$ cat src/rtl/dbpwm_channel.sv
module dbpwm_channel #(
  parameter int CNT_W = 16
) (
  input  logic             clk,
  input  logic             rst_n,
  input  logic             tick,
  input  logic             cnt_buf_we,
  input  logic [CNT_W-1:0] cnt_buf_wdata,
  input  logic             cmp_buf_we,
  input  logic [CNT_W-1:0] cmp_buf_wdata,
  input  logic             ctl_run,
  input  logic             ctl_load,
  input  logic             ctl_inv,
  input  logic             ctl_rearm,
  output logic             pwm_out,
  output logic             period_end
);
  localparam logic [CNT_W-1:0] ALL_ONES = '1;

  logic [CNT_W-1:0] cnt_buf, cmp_buf, cnt, cmp_act;
  logic             done;

  wire step    = ctl_run & tick & ~ctl_load;
  wire at_zero = (cnt == '0);
  wire wrap    = step & at_zero & ctl_rearm;
  wire raw     = (cmp_act == ALL_ONES) | (cnt > cmp_act);

  always_ff @(posedge clk or negedge rst_n) begin
    if (!rst_n) begin
      cnt_buf    <= '0;
      cmp_buf    <= '0;
      cnt        <= '0;
      cmp_act    <= '0;
      done       <= 1'b0;
      period_end <= 1'b0;
    end else begin
      if (cnt_buf_we) cnt_buf <= cnt_buf_wdata;
      if (cmp_buf_we) cmp_buf <= cmp_buf_wdata;
      if (ctl_load || wrap) begin
        cnt     <= cnt_buf;
        cmp_act <= cmp_buf;
        done    <= 1'b0;
      end else if (step && at_zero) begin
        done <= 1'b1;
      end else if (step) begin
        cnt <= cnt - 1'b1;
      end
      period_end <= step & at_zero & ~done;
    end
  end

  assign pwm_out = ctl_run ? (raw ^ ctl_inv) : ctl_inv;

  p_load_r3: assert property (@(posedge clk) disable iff (!rst_n)
    ctl_load |=> (cnt == $past(cnt_buf)) && (cmp_act == $past(cmp_buf)));
  p_idle_hold_r3: assert property (@(posedge clk) disable iff (!rst_n)
    (!ctl_run && !ctl_load) |=> $stable(cnt));
  p_no_tick_hold_r4: assert property (@(posedge clk) disable iff (!rst_n)
    (ctl_run && !tick && !ctl_load) |=> $stable(cnt));
  p_decrement_r4: assert property (@(posedge clk) disable iff (!rst_n)
    (ctl_run && tick && !ctl_load && cnt != '0) |=> cnt == $past(cnt) - 1'b1);
  p_reload_r7: assert property (@(posedge clk) disable iff (!rst_n)
    (ctl_run && tick && !ctl_load && cnt == '0 && ctl_rearm) |=> cnt == $past(cnt_buf));
  p_stop_at_zero_r8: assert property (@(posedge clk) disable iff (!rst_n)
    (cnt == '0 && !ctl_rearm && !ctl_load) |=> cnt == '0);
  p_pulse_source_r9: assert property (@(posedge clk) disable iff (!rst_n)
    $rose(period_end) |-> $past(cnt) == '0);
endmodule

$ cat config.mk
export PLATFORM = sky130hd
export DESIGN_NAME = dbpwm_channel
export DESIGN_NICKNAME = d
export VERILOG_FILES = /design/src/rtl/dbpwm_channel.sv
export SDC_FILE = /design/constraint.sdc
export NUM_CORES = 1
export LEC_CHECK = 0
export CAP_MARGIN = 20
export CORE_MARGIN = 3
export CORE_UTILIZATION = 35
export CTS_CLUSTER_DIAMETER = 150
export DETAILED_ROUTE_END_ITERATION = 12
export MAX_ROUTING_LAYER = met4
export RECOVER_POWER = 25
export SYNTH_ARGS = -nofsm -noshare
export SYNTH_HDL_FRONTEND = slang
export SYNTH_SLANG_ARGS = --single-unit
$ cat constraint.sdc
create_clock -name clk -period 5.05 [get_ports clk]
set_input_delay 0.7575 -clock clk [delete_from_list [all_inputs] [get_ports clk]]
set_output_delay 0.7575 -clock clk [all_outputs]
set_load 0.01 [all_outputs]
# Yosys cells after proc, flatten, opt, wreduce, memory -nomap -nowiden
# Index checks and enable logic that the tools add are counted.
# totals
reg_bits	66
latch_bits	0
ramBits	0
romBits	0
in_bits	41
output_inout_bits	2
wordCells	31
n_memories	0
# op_classes
add_sub_neg	1
mul	0
div	0
order_cmp	1
eq_ne	2
n_shift	0
mux	6
bitwise	9
reduce_logical	6
# op_table
op	n
$mux 16	3
$eq 16x16->1 const B	1
$gt 16x16->1	1
$logic_not 16->1	1
$sub 16x1->16 const B	1
$and 1x1->1	5
$reduce_bool 2->1	2
$mux 1	3
$ne 2x2->1 const B	1
$not 1->1	2
$reduce_and 2->1	1
$logic_and 1x1->1	1
$logic_or 1x1->1	1
$or 1x1->1	1
$xor 1x1->1	1

# Depth between registers and ports, before layout
# Gate-level depths: netlist of run 1.
# logic_depth
depth_word	7
ltp_mapped	10
ltp_nobuf	7

# Worst setup path after synthesis of run 1
# Ideal clock, no wire load.
# synth_path
path_type	flip-flop to output port
start	register cnt[15]
end	output pwm_out
arrival_ns	1.785
t_required_ns	4.293
path_slack_ns	2.507
path_stages_with_launch	7
path_buffers	0
path_cell_list	dfrtp_1 > ha_1 > nand4_1 > or4_1 > o21ai_0 > a31oi_1 > xor2_1
# synth_between
elab_chain_cells	4
# synth_lines
element	line	text
start: declaration	20	logic [CNT_W-1:0] cnt_buf, cmp_buf, cnt, cmp_act;
start signal: assignment	40	cnt <= cnt_buf;
start signal: assignment	46	cnt <= cnt - 1'b1;
$gt 16x16->1	26	wire raw = (cmp_act == ALL_ONES) | (cnt > cmp_act);
$or 1x1->1	26	
$xor 1x1->1	52	assign pwm_out = ctl_run ? (raw ^ ctl_inv) : ctl_inv;
$mux 1	52	
end: declaration	15	output logic pwm_out,
# No other way between the ends.

# Worst setup path in the final report of run 1
# layout_path
start	register cnt[7]
end	output pwm_out
# Same word-level chain as after synthesis.

==> results by group, run 1 <==
Status
  – Outcome: finished, final reports clean

CTS
  – Cts hold-fix bufs: 0
  – Clock buffer depth: 2
  – Post-CTS sizing: 0
  – Clk sink count: 66
  – CTS tree: built
  – CTS root buf: clkbuf_8
  – Setup Buffers After CTS: 0
  – CTS H-tree lvls: 3
  – Clk Latency, worst-skew pair: between 300 and 400 ps
  – TritonCTS Buffers: 9
  – Worst-path clk slew: 70 ps

Hold path
  – WHS Path Cells: 1
  – Min-delay worst type: register to register
  – Hold_sp: done
  – Worst Hold Path EP: period_end

Routing
  – WL per Instance: 15.96 um
  – 1st-iter DRT viols: between 150 and 200
  – Drt first pass iters: 4
  – DR vias: between 2k and 3k
  – Vias per Instance: between 5 and 6
  – Drt total wl: around 7600 um
  – Post-route ant nets: 0
  – Remaining routing DRC violations: 0

Floorplan
  – Die area: roughly 0.011 sq mm
  – Core ar.: around 0.0090 sq mm
  – Num rows: 34
  – IO Count: 43
  – Chip Height: between 100 and 150 um
  – Chip Width: about 100 um
  – Initial core utilization: 0.3713

Timing
  – Max transition margin: 0.3949
  – Final Hold Viols: 0
  – Setup TNS Final: 0 ps
  – Unrepaired setup endpoints after global routing: false
  – F_max: approximately 0.28 GHz
  – Post-route clock period utilization: 0.7078
  – Setup violations, final: 0
  – Worst slew pin tran: roughly 900 ps
  – Clock skew: between 6 and 7 ps
  – Final slew viol count: 0
  – Minimum clock period: between 3000 and 4000 ps

Critical path
  – CP startpoint kind: register
  – Slowest cell on crit path: clkdlybuf4s50_1
  – Kind of critical path: register to output pin
  – WP data required: between 4000 and 5000 ps
  – CP Depth: 7
  – Crit path max-delay family: simple AND/OR/NAND/NOR gates
  – R2R setup slack: 2270 ps
  – Reg2reg start: cnt[0]
  – CP endpoint kind: output pin
  – CP Cell Sequence: ha_1, nand4_1, or4_1, o21ai_0, a31oi_1, xor2_1, clkdlybuf4s50_1
  – Reg-to-reg endpoint: cnt[7]
  – Buf/Inv on CP: 1
  – Crit path DAT: approximately 2800 ps
  – R2R depth: 7
  – Worst path max stage delay: between 500 and 600 ps
  – Crit Path Max Fanout: 4

Synthesis
  – Synth unique cells: 47
  – Avg Cell Area, Syn: between 10 and 15 sq um
  – Synth top area share: 0.4955
  – #FFs+latches synth: 66
  – Ys async rst share: 1.000
  – Fraction of the yosys area taken by sequential cells: 0.4955
  – Post-synth EDFFs: 0
  – Yosys warns: 0
  – Mapped Cells: about 310
  – Main area contributors after synthesis: dfrtp_1 50%, mux2_2 11%, ha_1 6.8%
  – Predominant post-synthesis flop cell: dfrtp_1
  – Post-Syn Area: about 0.0033 sq mm
  – Syn_nets: roughly 360
  – Synth area leader: dfrtp_1

Final layout
  – Ant. Diodes: 0
  – Area Growth Syn to Fin: 19.97%
  – Layout Utilization: 0.4455
  – Share of cells above drive strength 1: 0.1514
  – NumNets Final: between 400 and 500
  – Filler cells: 880

GRT
  – GR Overflow Total: 0
  – Largest net degree at the start of global routing: between 60 and 70
  – First-pass GRT wire length: around 13000 um
  – Initial antenna violation count: 0
  – Vias in the first global route: between 2k and 3k
  – GRT Overall Usage: 0.1520

Power and ir drop
  – Total power draw: 1.278 mW
  – Peak supply drop: 114.9 uV
  – Power density cells: 319.7 mW/mm^2
  – LEAKAGE: approximately 1.7 nW

Placement
  – Port Buffer Count: between 40 and 50
  – Routability-driven placement congestion ratio: around 0.86
  – Hpwl dp: roughly 5500 um

Run
  – MaxCap Viol Count: 0
cell usage in the layout (no fill, tap or decap), types with 2 or more instances in the layout:
cell / Yosys / layout
a211oi_1: 2 / 2
a21o_1: 2 / 2
a21oi_1: 7 / 7
a221o_1: 5 / 5
a31oi_1: 2 / 2
clkbuf_1: 4 / 2
clkbuf_8: 0 / 11
clkdlybuf4s50_1: 0 / 41
dfrtp_1: 66 / 66
ha_1: 18 / 18
inv_1: 19 / 19
mux2_2: 32 / 32
nand2_1: 31 / 31
nand3_1: 12 / 12
nand4_1: 11 / 11
nor2_1: 14 / 14
nor3_1: 8 / 8
nor4_1: 3 / 3
nor4_4: 2 / 2
o211ai_1: 4 / 4
o21ai_0: 8 / 8
o21ai_1: 16 / 16
o311ai_0: 2 / 2
or3_1: 2 / 2
or4_1: 5 / 5
xor2_1: 2 / 2
cell usage after synthesis (2+ instances only):
master    count
a211oi_1      2
a21o_1        2
a21oi_1       7
a221o_1       5
a31oi_1       2
buf_2         3
buf_6         4
clkbuf_1      4
dfrtp_1      66
ha_1         18
inv_1        19
mux2_2       32
nand2_1      31
nand3_1      12
nand4_1      11
nor2_1       14
nor3_1        8
nor4_1        3
nor4_4        2
o211ai_1      4
o21ai_0       8
o21ai_1      16
o311ai_0      2
or3_1         2
or4_1         5
xor2_1        2
worst max-delay path by stage:
stage	start	endpoint
final	cnt[7]	pwm_out
after global routing	cmp_act[15]	pwm_out
after CTS	cnt[7]	pwm_out
after detailed placement	cnt[7]	pwm_out
after global placement	cnt[4]	pwm_out
after floorplan	cnt[15]	pwm_out
layer usage:
layer,up-vias,part of all wire,GRT usage
li1,1207,-,-
met1,1248,0.46,0.1964
met2,63,0.48,0.2369
met3,10,0.049,0.03234
met4,0,0.015,0.05603
met5,-,0,-
per-stage QoR:
step | setup slack, ps | hold WS, ps | cells | cell area [sq um]
after floorplan | 2507 | 413.0 | 305 | 3333
after global placement | 1865 | 440.3 | 461 | 3827
after detailed placement | 1844 | 438.4 | 461 | 3827
after CTS | 1470 | 463.7 | 476 | 3999
after global routing | 1302 | 490.1 | 476 | 3999
final | 1476 | 464.1 | 476 | 3999
worst register-to-register path, cell delays in order, from the launching register on:
cell     delay, ps
dfrtp_1        440
inv_1          150
ha_1           170
nor4b_1        460
and4_1         460
a31o_4         580
a21oi_1        100
a221o_1        310
final cells by class:
class                           instances  area [sq um]  area share
Inverter                               19         71.32     0.01783
Clock inverter                          2         12.51    0.003129
Timing Repair Buffer                   43         422.9      0.1058
Multi-Input combinational cell        207          1524      0.3811
Sequential cell                        66          1652      0.4130
Tap cell                              126         157.7     0.03942
Clock buffer                           13         158.9     0.03974
state kept, by name (all words and copies together), names as in the netlist:
name	flops
cnt_buf	16
period_end	1
cmp_buf	16
done	1
cmp_act	16
cnt	16
cells by family after synthesis:
family | Yosys count | synth area share
simple gates | 96 | 0.1547
flops | 66 | 0.4955
compound gates | 59 | 0.1216
buf+inv | 32 | 0.04729
mux | 32 | 0.1081
fa+ha+maj | 18 | 0.06757
xor+xnor | 2 | 0.005256
power by group:
part           switching [mW]  internal (mW)  total (mW)
clock                   0.193          0.202       0.395
combinational           0.118          0.119       0.237
sequential             0.0598          0.587       0.647
No activity file was read; power rests on OpenSTA's default activity.
==> run 2: changes to the inputs <==
- clock period: 5.05 -> 3.7 ns (I/O delays scaled with it)
==> results by group, run 2 (synthesis gave the netlist of run 1 again) <==
Timing
  – Minimum clock period: between 3000 and 4000 ps
  – Max transition margin: -0.2137 (was 0.3949)
  – Setup violations, final: 0 (unchanged)
  – Worst hold slack: 297.6 ps (was 464.1 ps)
  – Final slew viol count: 34 (was 0)
  – Worst setup margin: 294.6 ps (was 1476 ps)
  – Post-route clock period utilization: 0.9204
  – Final Hold Viols: 0 (unchanged)
  – Clock skew: 6.984 ps (was 6.951 ps)
  – F_max: slightly below 0.3 GHz
  – Worst slew pin tran: 1821 ps (was 903.5 ps)
  – Unrepaired setup endpoints after global routing: false (unchanged)
  – Setup TNS Final: 0 ps (unchanged)

Critical path
  – WP data required: 3140 ps (was 4290 ps)
  – Crit path max-delay family: simple AND/OR/NAND/NOR gates (unchanged)
  – Crit path DAT: 2850 ps (was 2820 ps)
  – CP startpoint kind: register (unchanged)
  – Crit Path Max Fanout: 5 (was 4)
  – CP Cell Sequence: ha_1, nand4_1, or4_1, o21ai_0, a31oi_1, xor2_1, clkdlybuf4s50_1 (unchanged)
  – Slowest cell on crit path: clkdlybuf4s50_1 (unchanged)
  – CP endpoint kind: output pin (unchanged)
  – Worst path max stage delay: 570 ps (about the same)
  – Kind of critical path: register to output pin (unchanged)
  – Buf/Inv on CP: 1 (unchanged)

Routing
  – Post-route ant nets: 0 (unchanged)
  – Vias per Instance: 5.075 (was 5.311)
  – 1st-iter DRT viols: 122 (was 172)
  – WL per Instance: 15.64 um (was 15.96 um)
  – Drt first pass iters: 4 (unchanged)
  – DR vias: 2426 (was 2528)
  – Drt total wl: 7475 um (was 7595 um)
  – Remaining routing DRC violations: 0 (unchanged)

Final layout
  – Final std cell area, no fill: 0.004054 sq mm (was 0.003999 sq mm)
  – Share of cells above drive strength 1: 0.1563 (was 0.1514)
  – NumNets Final: 407 (was 405)
  – Area Growth Syn to Fin: 21.62% (was 19.97%)
  – Layout Utilization: 0.4516 (was 0.4455)
  – Non-Filler Instances: 478 (was 476)
  – Ant. Diodes: 0 (unchanged)
  – Most common cell after layout, fill and taps aside: dfrtp_1 (unchanged)
  – Filler cells: 871 (was 880)
  – Most frequent cells in the layout: 66 x dfrtp_1, 41 x clkdlybuf4s50_1, 32 x mux2_2 (unchanged)

Power and ir drop
  – Power density cells: 462.8 mW/mm^2 (was 319.7 mW/mm^2)
  – LEAKAGE: 1.712 nW (was 1.682 nW)
  – Total power draw: 1.876 mW (was 1.278 mW)
  – Peak supply drop: 201.7 uV (was 114.9 uV)

Placement
  – Hpwl dp: 5745 um (was 5537 um)
  – # placed instances: 463 (was 461)
  – DP Area: 0.003855 sq mm (was 0.003827 sq mm)
  – Pre-CTS setup slack: 693.2 ps (was 1844 ps)
  – Routability-driven placement congestion ratio: 0.8819 (was 0.8621)
  – Port Buffer Count: 42 (unchanged)

GRT
  – Vias in the first global route: 2543 (was 2590)
  – GRT Overall Usage: 0.1530 (was 0.1520)
  – First-pass GRT wire length: 12830 um (was 12810 um)
  – GR Overflow Total: 0 (unchanged)
  – Largest net degree at the start of global routing: 34 (was 67)
  – Initial antenna violation count: 0 (unchanged)

CTS
  – Clock buffer depth: 2 (unchanged)
  – CTS root buf: clkbuf_8 (unchanged)
  – Post-CTS sizing: 0 (unchanged)
  – Cts hold-fix bufs: 0 (unchanged)
  – Worst-path clk slew: 70 ps (about the same)
  – Clk Latency, worst-skew pair: 340 ps (about the same)
  – Setup Buffers After CTS: 0 (unchanged)
  – CTS tree: built (unchanged)
  – Clk sink count: 66 (unchanged)
  – CTS H-tree lvls: 3 (unchanged)
  – TritonCTS Buffers: 9 (unchanged)

Status
  – Outcome: complete, but fails checks (was finished, final reports clean)
  – Failing checks: capacitance limit, slew limit

Floorplan
  – Die area: 0.01073 sq mm (unchanged)
  – Core ar.: 0.008976 sq mm (unchanged)
  – IO Count: 43 (unchanged)
  – Initial core utilization: 0.3713 (unchanged)
  – Chip Width: 103.6 um (unchanged)
  – Num rows: 34 (unchanged)
  – Chip Height: 103.6 um (unchanged)

Run
  – MaxCap Viol Count: 1 (was 0)

Hold path
  – Min-delay worst type: primary input to asynchronous set/reset pin (was register to register)
==> run 2: changes by cell type in the layout (fill, tap and decap cells not counted) <==
cell        change
buf_2           -1
clkinv_4        +1
clkbuf_8        -1
clkinv_2        +1
buf_4           +1
bufinv_16       +2
clkinvlp_4      -1
==> run 2: cell type report <==
type                    count  area [sq um]  area share
repair buffers             45         432.9      0.1068
multi-input cells         207          1524      0.3759
well taps                 126         157.7     0.03889
clock buffers              10         137.6     0.03395
flip-flops and latches     66          1652      0.4074
clock inverters             5         78.83     0.01944
inverters                  19         71.32     0.01759
==> run 2: worst paths after layout <==
path                          endpoint     from  slack (ps)  cells past startpoint
setup reg to reg           cmp_act[13]   cnt[0]        1020                      8
hold reg to reg             period_end     done         460                      1
max in group asynchronous  cmp_act[14]    rst_n        1230                      2
setup / recovery               pwm_out  cnt[15]         290                      7
min in group clk            period_end     done         460                      1
hold / removal              cnt_buf[3]    rst_n         300                      1
==> run 2: per-layer routing <==
| metal | vias to the layer above | share of wire | global-route usage |
|---|---|---|---|
| li1 | 1205 | - | - |
| met3 | 9 | 0.036 | 0.02488 |
| met4 | 0 | 0.013 | 0.05983 |
| met5 | - | 0 | - |
| met2 | 37 | 0.46 | 0.2346 |
| met1 | 1175 | 0.49 | 0.2046 |
==> run 2: where the power goes <==
part / leakage [nW] / internal (mW) / switching [mW] / total, mW
Clock: 0.112 / 0.393 / 0.279 / 0.672
Sequential: 0.791 / 0.801 / 0.0791 / 0.880
Combinational: 0.809 / 0.163 / 0.161 / 0.324
==> run 2: worst reg2reg max path, stage by stage, from the launching register on <==
cell     delay, ps
dfrtp_1        430
inv_1          150
ha_1           180
nor4b_1        470
and4_1         470
a31o_4         430
buf_4          320
nand2_1        100
o21ai_1         70
